**src/rtl/mal_pkg.sv**
```systemverilog
package mal_pkg;
  // Legal transfer-size codes carried in the address word
  localparam logic [2:0] SZ_ONE  = 3'b001;
  localparam logic [2:0] SZ_TWO  = 3'b010;
  localparam logic [2:0] SZ_FOUR = 3'b100;

  typedef struct packed {
    logic [2:0] size;
    logic [1:0] bank;
  } side_fields_t;
endpackage

```
**src/rtl/mal_field_capture.sv**
```systemverilog
module mal_field_capture #(
  parameter int AD_W     = 32,
  parameter int ADDR_W   = 25,
  parameter int BANK_W   = 2,
  parameter int BANK_LSB = 25,
  parameter int SIZE_W   = 3,
  parameter int SIZE_LSB = 28
) (
  input  logic              clk,
  input  logic              rst,
  input  logic              load,
  input  logic [AD_W-1:0]   ad,
  output logic [ADDR_W-1:0] addr_q,
  output logic [BANK_W-1:0] bank_q,
  output logic [SIZE_W-1:0] size_q
);
  always_ff @(posedge clk) begin
    if (rst) begin
      addr_q <= '0;
      bank_q <= '0;
      size_q <= '0;
    end else if (load) begin
      addr_q <= ad[ADDR_W-1:0];
      bank_q <= ad[BANK_LSB +: BANK_W];
      size_q <= ad[SIZE_LSB +: SIZE_W];
    end
  end


  fields_hold_chk: assert property (@(posedge clk) disable iff (rst)
    !load |=> ($stable(addr_q) && $stable(bank_q) && $stable(size_q)));
endmodule

```
**src/rtl/mal_lane_decode.sv**
```systemverilog
module mal_lane_decode
  import mal_pkg::*;
#(
  parameter int LANES  = 4,
  parameter int SIZE_W = 3,
  localparam int OFF_W = $clog2(LANES)
) (
  input  logic [SIZE_W-1:0] size,
  input  logic [OFF_W-1:0]  off,
  output logic [LANES-1:0]  lane_en,
  output logic              invalid
);
  logic is_one, is_two, is_four;

  assign is_one  = (size == SZ_ONE);
  assign is_two  = (size == SZ_TWO);
  assign is_four = (size == SZ_FOUR);

  // Big-endian lanes: lane LANES-1 carries offset 0
  for (genvar i = 0; i < LANES; i++) begin : g_lane
    localparam int K = LANES - 1 - i;
    logic hit_one, hit_two, hit_four;
    assign hit_one  = is_one  && (off == OFF_W'(K));
    assign hit_two  = is_two  && !off[0] && (off == OFF_W'(K & ~1));
    assign hit_four = is_four && (off == '0);
    assign lane_en[i] = hit_one | hit_two | hit_four;
  end

  assign invalid = !(is_one || is_two || is_four)
                 || (is_two && off[0])
                 || (is_four && (off != '0));
endmodule

```
**src/rtl/mal_bank_decode.sv**
```systemverilog
module mal_bank_decode #(
  parameter int BANK_W = 2,
  localparam int NB    = 1 << BANK_W
) (
  input  logic [BANK_W-1:0] bank,
  input  logic              enable,
  output logic [NB-1:0]     sel_n
);
  for (genvar b = 0; b < NB; b++) begin : g_sel
    assign sel_n[b] = !(enable && (bank == BANK_W'(b)));
  end
endmodule

```
**src/rtl/mux_addr_latch.sv**
```systemverilog
module mux_addr_latch #(
  parameter int AD_W     = 32,
  parameter int ADDR_W   = 25,
  parameter int BANK_W   = 2,
  parameter int BANK_LSB = 25,
  parameter int SIZE_W   = 3,
  parameter int SIZE_LSB = 28,
  parameter int LANES    = 4,
  localparam int NB      = 1 << BANK_W,
  localparam int OFF_W   = $clog2(LANES)
) (
  input  logic              clk,
  input  logic              rst,
  input  logic              strobe_n,
  input  logic [AD_W-1:0]   ad_in,
  input  logic              ack,
  output logic [ADDR_W-1:0] addr_q,
  output logic [BANK_W-1:0] bank_q,
  output logic [SIZE_W-1:0] size_q,
  output logic [NB-1:0]     cs_n,
  output logic [LANES-1:0]  lane_en,
  output logic              bad_xfer
);
  logic             load;
  logic [LANES-1:0] lane_nxt;
  logic             inv_nxt;
  logic [NB-1:0]    cs_nxt;

  assign load = !strobe_n;

  mal_field_capture #(
    .AD_W(AD_W), .ADDR_W(ADDR_W), .BANK_W(BANK_W), .BANK_LSB(BANK_LSB),
    .SIZE_W(SIZE_W), .SIZE_LSB(SIZE_LSB)
  ) cap_i (
    .clk(clk), .rst(rst), .load(load), .ad(ad_in),
    .addr_q(addr_q), .bank_q(bank_q), .size_q(size_q)
  );

  mal_lane_decode #(.LANES(LANES), .SIZE_W(SIZE_W)) lane_i (
    .size(ad_in[SIZE_LSB +: SIZE_W]), .off(ad_in[OFF_W-1:0]),
    .lane_en(lane_nxt), .invalid(inv_nxt)
  );

  mal_bank_decode #(.BANK_W(BANK_W)) bank_i (
    .bank(ad_in[BANK_LSB +: BANK_W]), .enable(!inv_nxt), .sel_n(cs_nxt)
  );

  // Capture wins over acknowledge; acknowledge clears selects
  always_ff @(posedge clk) begin
    if (rst) begin
      cs_n     <= '1;
      lane_en  <= '0;
      bad_xfer <= 1'b0;
    end else if (load) begin
      cs_n     <= cs_nxt;
      lane_en  <= lane_nxt;
      bad_xfer <= inv_nxt;
    end else if (ack) begin
      cs_n     <= '1;
      lane_en  <= '0;
      bad_xfer <= 1'b0;
    end
  end


  one_select_chk: assert property (@(posedge clk) disable iff (rst)
    $onehot0(~cs_n));


  bad_quiet_chk: assert property (@(posedge clk) disable iff (rst)
    bad_xfer |-> (cs_n == '1 && lane_en == '0));


  ack_clear_chk: assert property (@(posedge clk) disable iff (rst)
    (strobe_n && ack) |=> (cs_n == '1 && lane_en == '0 && !bad_xfer));


  lanes_need_cs_chk: assert property (@(posedge clk) disable iff (rst)
    (lane_en != '0) |-> ($countones(~cs_n) == 1));
endmodule

```
**config.mk**
```make
export PLATFORM = sky130hd
export DESIGN_NAME = mux_addr_latch
export DESIGN_NICKNAME = d
export VERILOG_FILES = /design/src/rtl/mal_pkg.sv /design/src/rtl/mal_field_capture.sv /design/src/rtl/mal_lane_decode.sv /design/src/rtl/mal_bank_decode.sv /design/src/rtl/mux_addr_latch.sv
export SDC_FILE = /design/constraint.sdc
export NUM_CORES = 1
export LEC_CHECK = 0
export BUFFER_PORTS_ARGS = -buffer_cell sky130_fd_sc_hd__buf_2
export CAP_MARGIN = 30
export CORE_ASPECT_RATIO = 2
export CORE_MARGIN = 4
export CORE_UTILIZATION = 40
export CTS_BUF_LIST = sky130_fd_sc_hd__clkbuf_16
export DETAILED_ROUTE_END_ITERATION = 6
export HOLD_SLACK_MARGIN = 0.06
export PLACE_DENSITY = 0.81
export SLEW_MARGIN = 10
export SYNTH_ARGS = -nofsm -noshare
export SYNTH_HDL_FRONTEND = slang
export SYNTH_SLANG_ARGS = --single-unit
```
**constraint.sdc**
```tcl
create_clock -name clk -period 1 [get_ports clk]
set_input_delay 0.1 -clock clk [delete_from_list [all_inputs] [get_ports clk]]
set_output_delay 0.1 -clock clk [all_outputs]
set_load 0.01 [all_outputs]
```
==> metrics.txt <==
vias in the first global route=1370; DP Area=0.001977 mm²; RSZ-0062 raised after global routing=no; Fmax achieved=1175 MHz; Post-Layout Cell Count=288; antenna-violating nets left=0; outcome=complete, no violations; first-pass GRT wire length=5989 µm; CP startpoint kind=flop; Max clock buf depth=2; Tcrit/Tclk final=0.8513; CP arrival=0.75 ns; Port Buffers=72; wire per inst=12.99 µm; Starting Density=0.4146; drt total wl=3742 µm; Hold Vio Cnt, Final=0; Slowest-stage cell, CP=dfxtp_1; worst-margin pin slew=0.3583 ns; Via Count=1381; Reg2Reg Setup Slack=0.31 ns; clk slew on worst S/H paths=0.05 ns; TritonCTS Buffers=5; Bufs and invs on worst path=1; placer congestion estimate=0.8358; Leakage Power=1.103 nW; worst setup margin=0.1487 ns; share of post-route cells with drive strength above 1=0.3933; Placement Setup Slack=-0.1212 ns; endpoints failing setup=0; DP HPWL=2844 µm; Total GRT Usage=0.1650; delay-heaviest family, CP=flip-flops; DIE AREA=0.004886 mm²; htree depth=2; die width=51.47 µm; core area=0.003646 mm²; max_slew headroom=0.7603; Final Cell Area=0.002185 mm²; Final TNS setup=0 ns; Resize count post-CTS=0; Die H=94.93 µm; critical path class=flop to primary output; FILL cells=352; Total Power=3.624 mW; post-CTS setup buffer count=0; Crit path required time=0.90 ns; placement row count=31; Seq/Total Area, Yosys=0.5166; Root Driver=clkbuf_16; largest net degree at the start of global routing=16; clock skew=0 ns; area delta synth->final=44.54%; maximum vdd ir drop=1.364 mV; Mapped Area=0.001511 mm²; fin nets=274; Boundary Pins=75; PwrDens=1659 mW/mm²; crit path capture type=primary output; max-cap violations=0; critical-path cell list=buf_2; clock latency on the worst-skew pair=0.27 ns; Tightest Hold Check Type=primary input to flop; post-synth cell types=26; crit-path max cell delay=0.34 ns; Warnings, synthesis=0; worst-path fanout max=2; CTS tree=built; Starting DRT DRC Count=20; first-pass iteration count of the detailed router=4; post-synthesis register bit count=39; CTS Sinks=39; Cells after DPL=273; ant diodes=0; Max Slew Vio Count=0; Vias/cell=4.795; initial antenna violation count=0; area occupied by multi-input gates=676.9 µm²; Tmin final=0.8513 ns; Post-Syn Nets=184; Synth Instances=148; Synth Area per Inst=10.21 µm²; Reg area=780.7 µm²; gr ovfl total=0; detailed-route DRC error count=0
## sequential cells by signal, summed over array words and instances (netlist names)
name,count
bad_xfer,1
cap_i.addr_q,25
lane_en,4
cap_i.size_q,3
cs_n,4
cap_i.bank_q,2
## final cells by class
cell class	instances	area share
clock buffer	5	0.05727
multi-input combinational	100	0.3099
clock inverter	3	0.005727
sequential	39	0.3574
timing repair buffer	92	0.2417
tap	49	0.02806
## final timing paths
path,start,end,cells past startpoint
max reg2reg,lane_en[0],lane_en[0],3
min,ad_in[20],cap_i.addr_q[20],3
min reg2reg,lane_en[3],lane_en[3],1
max,cap_i.addr_q[13],addr_q[13],1
## kinds of logic after synthesis
| kind of cell | Yosys count | synth area share |
|---|---|---|
| xor+xnor | 2 | 0.01159 |
| flops | 39 | 0.5166 |
| compound gates | 14 | 0.07285 |
| buf+inv | 9 | 0.03559 |
| simple gates | 54 | 0.1647 |
| mux | 30 | 0.1987 |
## repair_timing
item | in CTS | in global routing
setup endpoints to repair | 0 | 0
hold buffers | 7 | 0
hold endpoints to repair | 7 | 0
## layer usage
metal / GRT usage / part of all wire / up-vias
met5: 0 / 0 / -
met1: 0.1667 / 0.37 / 638
met4: 0.07659 / 0.019 / 0
met2: 0.2926 / 0.55 / 43
li1: - / - / 692
met3: 0.05845 / 0.064 / 8
## stage by stage
step           hold slack, ns    util
2_1_floorplan          0.2439       -
3_3_place_gp           0.3277  0.5422
3_5_place_dp           0.3381  0.5422
4_1_cts               0.06069  0.5992
5_1_grt               0.07065  0.5992
6_report              0.06527  0.5992
## cell usage after synthesis
| library cell | number | area (µm²) |
|---|---|---|
| buf_2 | 4 | 20.02 |
| a31oi_1 | 1 | 6.260 |
| a32o_1 | 1 | 10.01 |
| o21ai_0 | 1 | 5.000 |
| o22a_1 | 4 | 35.03 |
| or3b_1 | 1 | 8.760 |
| nor3b_2 | 1 | 12.51 |
| nand2_1 | 2 | 7.510 |
| xor2_1 | 1 | 8.760 |
| nor2b_2 | 1 | 8.760 |
| nor3_1 | 3 | 15.01 |
| nand3_1 | 3 | 15.01 |
| nand2b_1 | 2 | 12.51 |
| clkbuf_1 | 3 | 11.26 |
| o22ai_1 | 1 | 6.260 |
| xnor2_1 | 1 | 8.760 |
| buf_6 | 2 | 22.52 |
| nor2_1 | 37 | 138.9 |
| mux2i_1 | 30 | 300.3 |
| o32a_2 | 1 | 11.26 |
| o31a_1 | 1 | 8.760 |
| a21oi_1 | 2 | 10.01 |
| dfxtp_1 | 39 | 780.8 |
| a22o_1 | 2 | 17.52 |
| nand3b_1 | 3 | 22.52 |
| nor3b_1 | 1 | 7.510 |
## power by group
part,switching [mW],internal (mW),total [mW]
Combinational,0.248,0.250,0.497
Sequential,0.0384,1.64,1.67
Clock,0.553,0.899,1.45
Total,0.839,2.79,3.62
## cells in the final DEF (no fill, tap or decap)
cell / count
inv_1: 2
buf_4: 13
nor2_1: 37
o22ai_1: 1
or3b_1: 1
buf_2: 72
clkbuf_16: 5
mux2i_1: 30
o22a_1: 4
a22o_1: 2
nor3_1: 3
nor3b_1: 1
nand3_1: 3
o32a_2: 1
o21ai_0: 1
xnor2_1: 1
a32o_1: 1
nand2_1: 2
nor2b_2: 1
a21oi_1: 2
dfxtp_1: 39
o31a_1: 1
nand3b_1: 3
xor2_1: 1
nand2b_1: 2
dlygate4sd3_1: 7
nor3b_2: 1
a31oi_1: 1
clkinv_2: 1
Power figures use the tool's default switching activity.
